## config.mk

```make
export PLATFORM = sky130hd
export DESIGN_NAME = usb_evt_status
export DESIGN_NICKNAME = d
export VERILOG_FILES = /design/src/rtl/usb_evt_pkg.sv /design/src/rtl/usb_evt_flag.sv /design/src/rtl/usb_evt_irq.sv /design/src/rtl/usb_evt_ep_bank.sv /design/src/rtl/usb_evt_status.sv
export SDC_FILE = /design/constraint.sdc
export NUM_CORES = 1
export LEC_CHECK = 0
export BUFFER_PORTS_ARGS = -buffer_cell sky130_fd_sc_hd__buf_2
export CORE_MARGIN = 5
export CORE_UTILIZATION = 38
export CTS_CLUSTER_DIAMETER = 100
export CTS_CLUSTER_SIZE = 25
export DETAILED_ROUTE_END_ITERATION = 6
export PLACE_DENSITY = 0.68
export SLEW_MARGIN = 20
export SYNTH_ARGS = -nofsm -noshare
export SYNTH_HDL_FRONTEND = slang
export SYNTH_HIERARCHICAL = 1
export SYNTH_SLANG_ARGS = --single-unit
```

## constraint.sdc

```tcl
create_clock -name clk_i -period 1.85 [get_ports clk_i]
set_input_delay 0.185 -clock clk_i [delete_from_list [all_inputs] [get_ports clk_i]]
set_output_delay 0.185 -clock clk_i [all_outputs]
set_load 0.01 [all_outputs]
```

## src/rtl/usb_evt_pkg.sv

```systemverilog
package usb_evt_pkg;
  localparam int AW = 8;
  localparam int DW = 16;
  localparam int NFLAG = 3;       // 0: missed sof, 1: sof, 2: bus reset
  localparam int FLAG_LSB = 8;
  localparam int IDX_ESOF = 0;
  localparam int IDX_SOF = 1;
  localparam int IDX_RST = 2;
  localparam int CFG_W = 2;

  localparam logic [AW-1:0] A_STAT  = 8'h00;
  localparam logic [AW-1:0] A_MASK  = 8'h04;
  localparam logic [AW-1:0] A_CFG   = 8'h08;
  localparam logic [AW-1:0] A_FRAME = 8'h0C;
  localparam logic [AW-1:0] A_DADDR = 8'h10;
  localparam logic [AW-1:0] A_EP0   = 8'h20;

  typedef logic [NFLAG-1:0] flag_vec_t;
endpackage

```

## src/rtl/usb_evt_flag.sv

```systemverilog
module usb_evt_flag (
  input  logic clk_i,
  input  logic rst_ni,
  input  logic set_i,
  input  logic clr_i,
  output logic q_o
);
  // set dominates a same-cycle clear
  always_ff @(posedge clk_i or negedge rst_ni) begin
    if (!rst_ni)     q_o <= 1'b0;
    else if (set_i)  q_o <= 1'b1;
    else if (clr_i)  q_o <= 1'b0;
  end
endmodule

```

## src/rtl/usb_evt_irq.sv

```systemverilog
module usb_evt_irq #(
  parameter int N = 3
) (
  input  logic         clk_i,
  input  logic         rst_ni,
  input  logic [N-1:0] flag_i,
  input  logic [N-1:0] en_i,
  output logic         irq_o
);
  always_ff @(posedge clk_i or negedge rst_ni) begin
    if (!rst_ni) irq_o <= 1'b0;
    else         irq_o <= |(flag_i & en_i);
  end
endmodule

```

## src/rtl/usb_evt_ep_bank.sv

```systemverilog
module usb_evt_ep_bank #(
  parameter int NUM_EP = 4,
  parameter int DAW    = 7,
  parameter int AW     = 8,
  parameter int DW     = 16,
  parameter logic [AW-1:0] DADDR_A = 8'h10,
  parameter logic [AW-1:0] EP_BASE = 8'h20
) (
  input  logic                 clk_i,
  input  logic                 rst_ni,
  input  logic                 bus_rst_i,
  input  logic                 wr_en_i,
  input  logic [AW-1:0]        addr_i,
  input  logic [DW-1:0]        wdata_i,
  output logic [DAW-1:0]       dev_addr_o,
  output logic [NUM_EP*DW-1:0] ep_o,
  output logic [DW-1:0]        rd_data_o
);
  logic [DW-1:0]     ep_q [NUM_EP];
  logic [NUM_EP-1:0] ep_hit;
  logic              daddr_hit;

  assign daddr_hit = (addr_i == DADDR_A);

  always_ff @(posedge clk_i or negedge rst_ni) begin
    if (!rst_ni)                    dev_addr_o <= '0;
    else if (bus_rst_i)             dev_addr_o <= '0;
    else if (wr_en_i && daddr_hit)  dev_addr_o <= wdata_i[DAW-1:0];
  end

  for (genvar n = 0; n < NUM_EP; n++) begin : g_ep
    localparam logic [AW-1:0] EP_A = EP_BASE + AW'(4 * n);
    assign ep_hit[n] = (addr_i == EP_A);
    always_ff @(posedge clk_i or negedge rst_ni) begin
      if (!rst_ni)                    ep_q[n] <= '0;
      else if (bus_rst_i)             ep_q[n] <= '0;
      else if (wr_en_i && ep_hit[n])  ep_q[n] <= wdata_i;
    end
    assign ep_o[n*DW +: DW] = ep_q[n];
  end

  always_comb begin
    rd_data_o = '0;
    if (daddr_hit) rd_data_o = DW'(dev_addr_o);
    for (int n = 0; n < NUM_EP; n++) begin
      if (ep_hit[n]) rd_data_o = ep_q[n];
    end
  end
endmodule

```

## src/rtl/usb_evt_status.sv

```systemverilog
module usb_evt_status
  import usb_evt_pkg::*;
#(
  parameter int NUM_EP = 4,
  parameter int FNW    = 11,
  parameter int DAW    = 7
) (
  input  logic                 clk_i,
  input  logic                 rst_ni,
  input  logic                 bus_rst_evt_i,
  input  logic                 sof_evt_i,
  input  logic                 esof_evt_i,
  input  logic [FNW-1:0]       frame_num_i,
  input  logic                 reg_we_i,
  input  logic                 reg_re_i,
  input  logic [AW-1:0]        reg_addr_i,
  input  logic [DW-1:0]        reg_wdata_i,
  output logic [DW-1:0]        reg_rdata_o,
  output logic                 irq_o,
  output logic                 rx_en_o,
  output logic                 tx_en_o,
  output logic                 frame_cap_o,
  output logic [DAW-1:0]       dev_addr_o,
  output logic [NUM_EP*DW-1:0] ep_cfg_o
);
  flag_vec_t        evt_vec, clr_vec, flag_q, mask_q;
  logic [CFG_W-1:0] cfg_q;
  logic [FNW-1:0]   frame_q;
  logic [DW-1:0]    bank_rd, rd_mux;
  logic             stat_wr;

  assign evt_vec = {bus_rst_evt_i, sof_evt_i, esof_evt_i};
  assign stat_wr = reg_we_i && (reg_addr_i == A_STAT);

  for (genvar i = 0; i < NFLAG; i++) begin : g_flag
    assign clr_vec[i] = stat_wr && !reg_wdata_i[FLAG_LSB+i];
    usb_evt_flag u_flag (
      .clk_i (clk_i),
      .rst_ni(rst_ni),
      .set_i (evt_vec[i]),
      .clr_i (clr_vec[i]),
      .q_o   (flag_q[i])
    );
  end

  always_ff @(posedge clk_i or negedge rst_ni) begin
    if (!rst_ni) begin
      mask_q <= '0;
      cfg_q  <= '0;
    end else if (reg_we_i) begin
      if (reg_addr_i == A_MASK) mask_q <= reg_wdata_i[FLAG_LSB +: NFLAG];
      if (reg_addr_i == A_CFG)  cfg_q  <= reg_wdata_i[CFG_W-1:0];
    end
  end

  always_ff @(posedge clk_i or negedge rst_ni) begin
    if (!rst_ni) begin
      frame_q     <= '0;
      frame_cap_o <= 1'b0;
    end else begin
      frame_cap_o <= sof_evt_i;
      if (sof_evt_i) frame_q <= frame_num_i;
    end
  end

  usb_evt_irq #(.N(NFLAG)) u_irq (
    .clk_i (clk_i),
    .rst_ni(rst_ni),
    .flag_i(flag_q),
    .en_i  (mask_q),
    .irq_o (irq_o)
  );

  usb_evt_ep_bank #(
    .NUM_EP (NUM_EP),
    .DAW    (DAW),
    .AW     (AW),
    .DW     (DW),
    .DADDR_A(A_DADDR),
    .EP_BASE(A_EP0)
  ) u_bank (
    .clk_i     (clk_i),
    .rst_ni    (rst_ni),
    .bus_rst_i (bus_rst_evt_i),
    .wr_en_i   (reg_we_i),
    .addr_i    (reg_addr_i),
    .wdata_i   (reg_wdata_i),
    .dev_addr_o(dev_addr_o),
    .ep_o      (ep_cfg_o),
    .rd_data_o (bank_rd)
  );

  // pending bus reset blocks traffic
  assign rx_en_o = cfg_q[0] && !flag_q[IDX_RST];
  assign tx_en_o = cfg_q[1] && !flag_q[IDX_RST];

  always_comb begin
    rd_mux = '0;
    case (reg_addr_i)
      A_STAT:  rd_mux[FLAG_LSB +: NFLAG] = flag_q;
      A_MASK:  rd_mux[FLAG_LSB +: NFLAG] = mask_q;
      A_CFG:   rd_mux = DW'(cfg_q);
      A_FRAME: rd_mux = DW'(frame_q);
      default: rd_mux = bank_rd;
    endcase
  end

  always_ff @(posedge clk_i or negedge rst_ni) begin
    if (!rst_ni)       reg_rdata_o <= '0;
    else if (reg_re_i) reg_rdata_o <= rd_mux;
  end
endmodule

```

==> results of run 1 <==
==> cell type report <==
type                       count  area, um2  area share, %
sequential                   108       2700           39.2
multi-input combinational    318       2680           38.9
timing repair buffer         155        913           13.2
clock buffer                  11        233           3.37
tap                          184        230           3.34
clock inverter                 5       85.1           1.23
inverter                      15       56.3          0.816
==> registers in the layout (all words and copies together), names as in the netlist <==
register,cells
u_irq/irq_o,1
g_flag.u_flag/q_o,3
cfg_q,2
u_bank/ep_o,64
mask_q,3
u_bank/dev_addr_o,7
reg_rdata_o,16
frame_cap_o,1
frame_q,11
==> final timing paths <==
check	cells past startpoint	end
hold reg to reg	1	frame_q[1]
setup reg to reg	4	reg_rdata_o[9]
max in group asynchronous	3	u_bank/ep_o[5]
setup / recovery	4	reg_rdata_o[9]
hold / removal	2	g_flag[0].u_flag/q_o
min in group asynchronous	2	frame_q[0]
==> synth_stat cells, drive strengths merged <==
cell and instances:
a31o 6, or2 1, nand2b 90, nand4b 1, clkbuf 18, a222oi 1
and3 10, mux2 28, o21ai 6, o32ai 6, dfrtp 108, buf 16
and3b 2, o22ai 5, or4 2, o211ai 9, nor2b 5, mux4 9
nor4b 1, nand3 6, and2 1, inv 15, nor2 10, mux2i 78
a21o 3, a221oi 4, a22oi 6, nand4 13, nand2 10, a31oi 2
nor4 3
==> routing by layer <==
metal	vias to the layer above	track usage [%]	share of wire, %
met4	0	4.29	1.4
met3	11	6.00	6.7
met2	131	27.8	46
met1	2139	26.2	46
li1	1957	-	-
met5	-	0	0
==> report_power, final <==
part           switching (mW)  leakage, nW  internal (mW)
Sequential             0.0235         1.46           2.40
Clock                   0.860        0.150           1.19
Combinational           0.240         2.00          0.178
==> logic make-up (layout without fill, tap and decap cells) <==
| logic type | count (synthesis) | after routing | synth area share (%) |
|---|---|---|---|
| simple gates | 155 | 155 | 17.7 |
| flops | 108 | 108 | 48.1 |
| compound gates | 48 | 48 | 6.92 |
| buf+inv | 49 | 186 | 4.23 |
| mux | 115 | 115 | 23.1 |
==> metrics by stage <==
step / setup slack [ns] / hold WS, ns / utilization, % / power (mW) / cell area, um2
after floorplan: 0.362 / -0.111 / - / 2.68 / 5620
after global placement: 0.235 / 0.195 / 45.2 / 2.88 / 6570
after detailed placement: 0.167 / 0.203 / 45.2 / 2.89 / 6570
after CTS: 0.427 / 0.00231 / 47.5 / 4.96 / 6900
after global routing: 0.343 / 0.0121 / 47.5 / 5.11 / 6900
final: 0.425 / 0.0137 / 47.5 / 4.89 / 6900
==> flow_metrics.tcl, run 1 <==
set metrics [dict create \
    rows 44 \
    critPathMaxStageDelay_ns 0.49 \
    layout.nets 649 \
    clockBufferDepth 2 \
    cts.sink_count 108 \
    fmax_ghz 0.702 \
    cp-startpoint "u_bank/ep_o[57]" \
    synthesis.area_um2 5620 \
    worst_hold_path_type "primary input to flip-flop" \
    wl_mm 15.7 \
    timing.rr.start "u_bank/ep_o[57]" \
    final_common_cell "buf_2" \
    tightest_slew_ns 0.532 \
    insertion_delay_ns 0.36 \
    core_area_um2 14500 \
    cts_resized 0 \
    io_buffers 132 \
    grt_pass1_vias 4503 \
    hold_viol_final 0 \
    power.density_nw_per_um2 709 \
    period_minus_slack_ns 1.42 \
    fillCellCount 1341 \
    max-cap-violations 0 \
    dieArea_um2 17300 \
    cp_slowest_cell "mux4_2" \
    via_per_inst 5.32 \
    rsz0062_at_grt "no" \
    htree_levels 3 \
    num_vias 4238 \
    synth_nets 517 \
    path_common_cell "o211ai_1" \
    ys_ff_latch 108 \
    grt_pass1_wl_mm 26.0 \
    crit_chain "mux4_2, and3_1, o211ai_1, o211ai_1" \
    critPathLaunchType "flip-flop" \
    num_io_pins 133 \
    critPathCaptureType "flip-flop" \
    critPathKind "flip-flop to flip-flop" \
    final_cells 796 \
    drtIter0Drc 270 \
    ys_seq_area_share_pct 48.1 \
    die_w_um 132 \
    cts_setup_buffers 0 \
    drc 0 \
    grt_max_degree 89 \
    setup_viol 0 \
    cts_tree "built" \
    yosysUniqueCellTypes 40 \
    cp_num_buf_inv 0 \
    hpwl_mm 11.7 \
    antenna_found_initial 0 \
    setup-tns-final_ns 0 \
    syn_avg_cell_area_um2 11.8 \
    dieHeight_um 132 \
    fin_crit_sh_pct 77.0 \
    grtUsageTotal_pct 18.5 \
    drive_above_1_share_pct 35.6 \
    numCtsBuffers 9 \
    grt_remaining_overflow 0 \
    synth_top_area_share_pct 48.1 \
    synth_top_area_cell "dfrtp_1" \
    crit_required_ns 2.08 \
    crit_fanout 3 \
    synth_area_leaders "dfrtp_1, mux2i_1, nand2b_1, mux2_2, mux4_2" \
    dp_cells 779 \
    worstPathArrival_ns 1.65 \
    outcome "completed" \
    yosys_warnings 6 \
    ant_nets 0 \
    clockRootBuffer "clkbuf_16" \
    gp_congestion 0.870 \
    critPathTopFamily "multiplexers" \
    path_clk_slew_ns 0.07 \
    cts_hold_buf 1 \
    ir_drop_uv 452 \
    dr.pass1.iters 4 \
    areaGrowthSynthToFinish_pct 22.8 \
    mostFrequentLayoutCells "buf_2, dfrtp_1, nand2b_1" \
    synthCells 475 \
    start_util_pct 38.7 \
    diodes 0 \
    hp-start "esof_evt_i" \
    clock-skew-final_ns 0.00820 \
    post_drt_wl_per_cell_um 19.7 \
    slew_headroom_pct 64.5 \
    slew_viol_final 0 \
    rrSetupSlack_ns 0.43 \
    leakage_nw 3.62 \
]
No activity file was read; power rests on OpenSTA's default activity.
==> inputs of run 2 (changes only) <==
- clock period: 1.85 -> 1.48 ns (I/O delays scaled with it)
==> run 2 against run 1 <==
Effect of this change:
- total power up 20%
- die area unchanged
- register-to-register slack worse by 0.38 ns
- worst setup slack worse by 0.38 ns
- first-iteration DRC count up 39%
- critical path depth unchanged
- clock power up 12%
- count of clock-buffer cells in the layout unchanged
- sequential power up 25%
- clock skew down 0.00081 ns
- flip-flop and latch count unchanged
- critical path type unchanged
- largest cell class unchanged
- largest power group unchanged
- highest routed layer unchanged
==> flow_metrics.tcl, run 2 (same netlist as run 1, synthesis figures left out) <==
set metrics [dict create \
    cts.sink_count 108 \
    layout.nets 664 \
    drtIter0Drc 375 \
    grt_pass1_wl_mm 25.9 \
    path_clk_slew_ns 0.07 \
    gp_congestion 0.910 \
    largest_reg_flops 64 \
    ant_nets 0 \
    via_per_inst 5.27 \
    setup-tns-final_ns 0 \
    slew_viol_final 0 \
    final_common_cell "buf_2" \
    dr.pass1.iters 5 \
    antenna_found_initial 0 \
    dp_slack_ns -0.133 \
    final_cells 811 \
    fillCellCount 1346 \
    period_minus_slack_ns 1.43 \
    start_util_pct 38.7 \
    rows 44 \
    outcome "completed" \
    core_area_um2 14500 \
    critPathCaptureType "flip-flop" \
    dieArea_um2 17300 \
    hpwl_mm 11.9 \
    cts_setup_buffers 0 \
    cts_hold_buf 2 \
    leakage_nw 3.69 \
    worst_hold_path_type "primary input to flip-flop" \
    regArea_um2 2700 \
    grtUsageTotal_pct 18.5 \
    max-cap-violations 0 \
    grt_max_degree 89 \
    wl_mm 16.1 \
    setup_viol 0 \
    power.density_nw_per_um2 839 \
    rsz0062_at_grt "no" \
    multi_input_area_um2 2680 \
    hold_viol_final 0 \
    io_buffers 132 \
    areaGrowthSynthToFinish_pct 25.0 \
    critPathLaunchType "flip-flop" \
    num_vias 4278 \
    diodes 0 \
    slew_headroom_pct 75.2 \
    cts_tree "built" \
    cts_resized 0 \
    fmax_ghz 0.698 \
    clock-skew-final_ns 0.00739 \
    tightest_slew_ns 0.369 \
    grt_remaining_overflow 0 \
    drive_above_1_share_pct 37.2 \
    setup_ws_ns 0.0472 \
    dp_cells 793 \
    clockBufferDepth 2 \
    dieHeight_um 132 \
    ir_drop_uv 594 \
    fin_crit_sh_pct 96.8 \
    drc 0 \
    insertion_delay_ns 0.36 \
    crit_required_ns 1.71 \
    critPathKind "flip-flop to flip-flop" \
    grt_pass1_vias 4522 \
    htree_levels 3 \
    post_drt_wl_per_cell_um 19.8 \
    numCtsBuffers 9 \
    die_w_um 132 \
    worstPathArrival_ns 1.66 \
    num_io_pins 133 \
    clockRootBuffer "clkbuf_16" \
    crit_fanout 3 \
    mostFrequentLayoutCells "buf_2, dfrtp_1, nand2b_1" \
]
-- run 2: final timing paths --
kind                       cells after the start  slack, ns                   end             from
max                                            4       0.05       reg_rdata_o[10]  u_bank/ep_o[58]
min                                            2       0.02           frame_q[10]  frame_num_i[10]
max reg2reg                                    4       0.05       reg_rdata_o[10]  u_bank/ep_o[58]
min reg2reg                                    1       0.52            frame_q[1]       frame_q[1]
max in group asynchronous                      3       0.75  u_bank/dev_addr_o[6]           rst_ni
min in group asynchronous                      2       0.19           frame_cap_o           rst_ni
-- run 2: layer usage --
metal,track usage (%),vias up,share of wire [%]
li1,-,1991,-
met1,25.8,2144,47
met2,28.4,130,46
met3,5.54,13,6.4
met4,5.03,0,1.3
met5,0,-,0
-- run 2: worst max-delay path, stage by stage (launching register included) --
cell and delay [ns]:
dfrtp_1 0.42, mux4_2 0.48, and3_1 0.19, o211ai_1 0.09, o211ai_1 0.13
-- run 2: cell type report --
class | count | area share [%]
clock buffers | 11 | 3.45
clock inverters | 5 | 0.499
inverters | 15 | 0.801
multi-input cells | 318 | 38.2
flip-flops and latches | 108 | 38.5
well taps | 184 | 3.28
repair buffers | 170 | 15.3
-- run 2: report_power, final --
group	switching [mW]	leakage [nW]	internal, mW
Clock	1.11	0.136	1.19
Combinational	0.311	2.09	0.252
Sequential	0.0320	1.46	3.00
Total	1.45	3.69	4.44
-- run 2: through the flow --
stage                     power (mW)  instance area, um2  hold slack (ns)  util (%)
after floorplan                 3.36                5620           -0.148         -
after global placement          3.63                6730           0.0318      46.3
after detailed placement        3.65                6730           0.0319      46.3
after CTS                       5.96                7030          0.00866      48.3
after global routing            6.10                7030           0.0101      48.3
final                           5.90                7030           0.0187      48.3
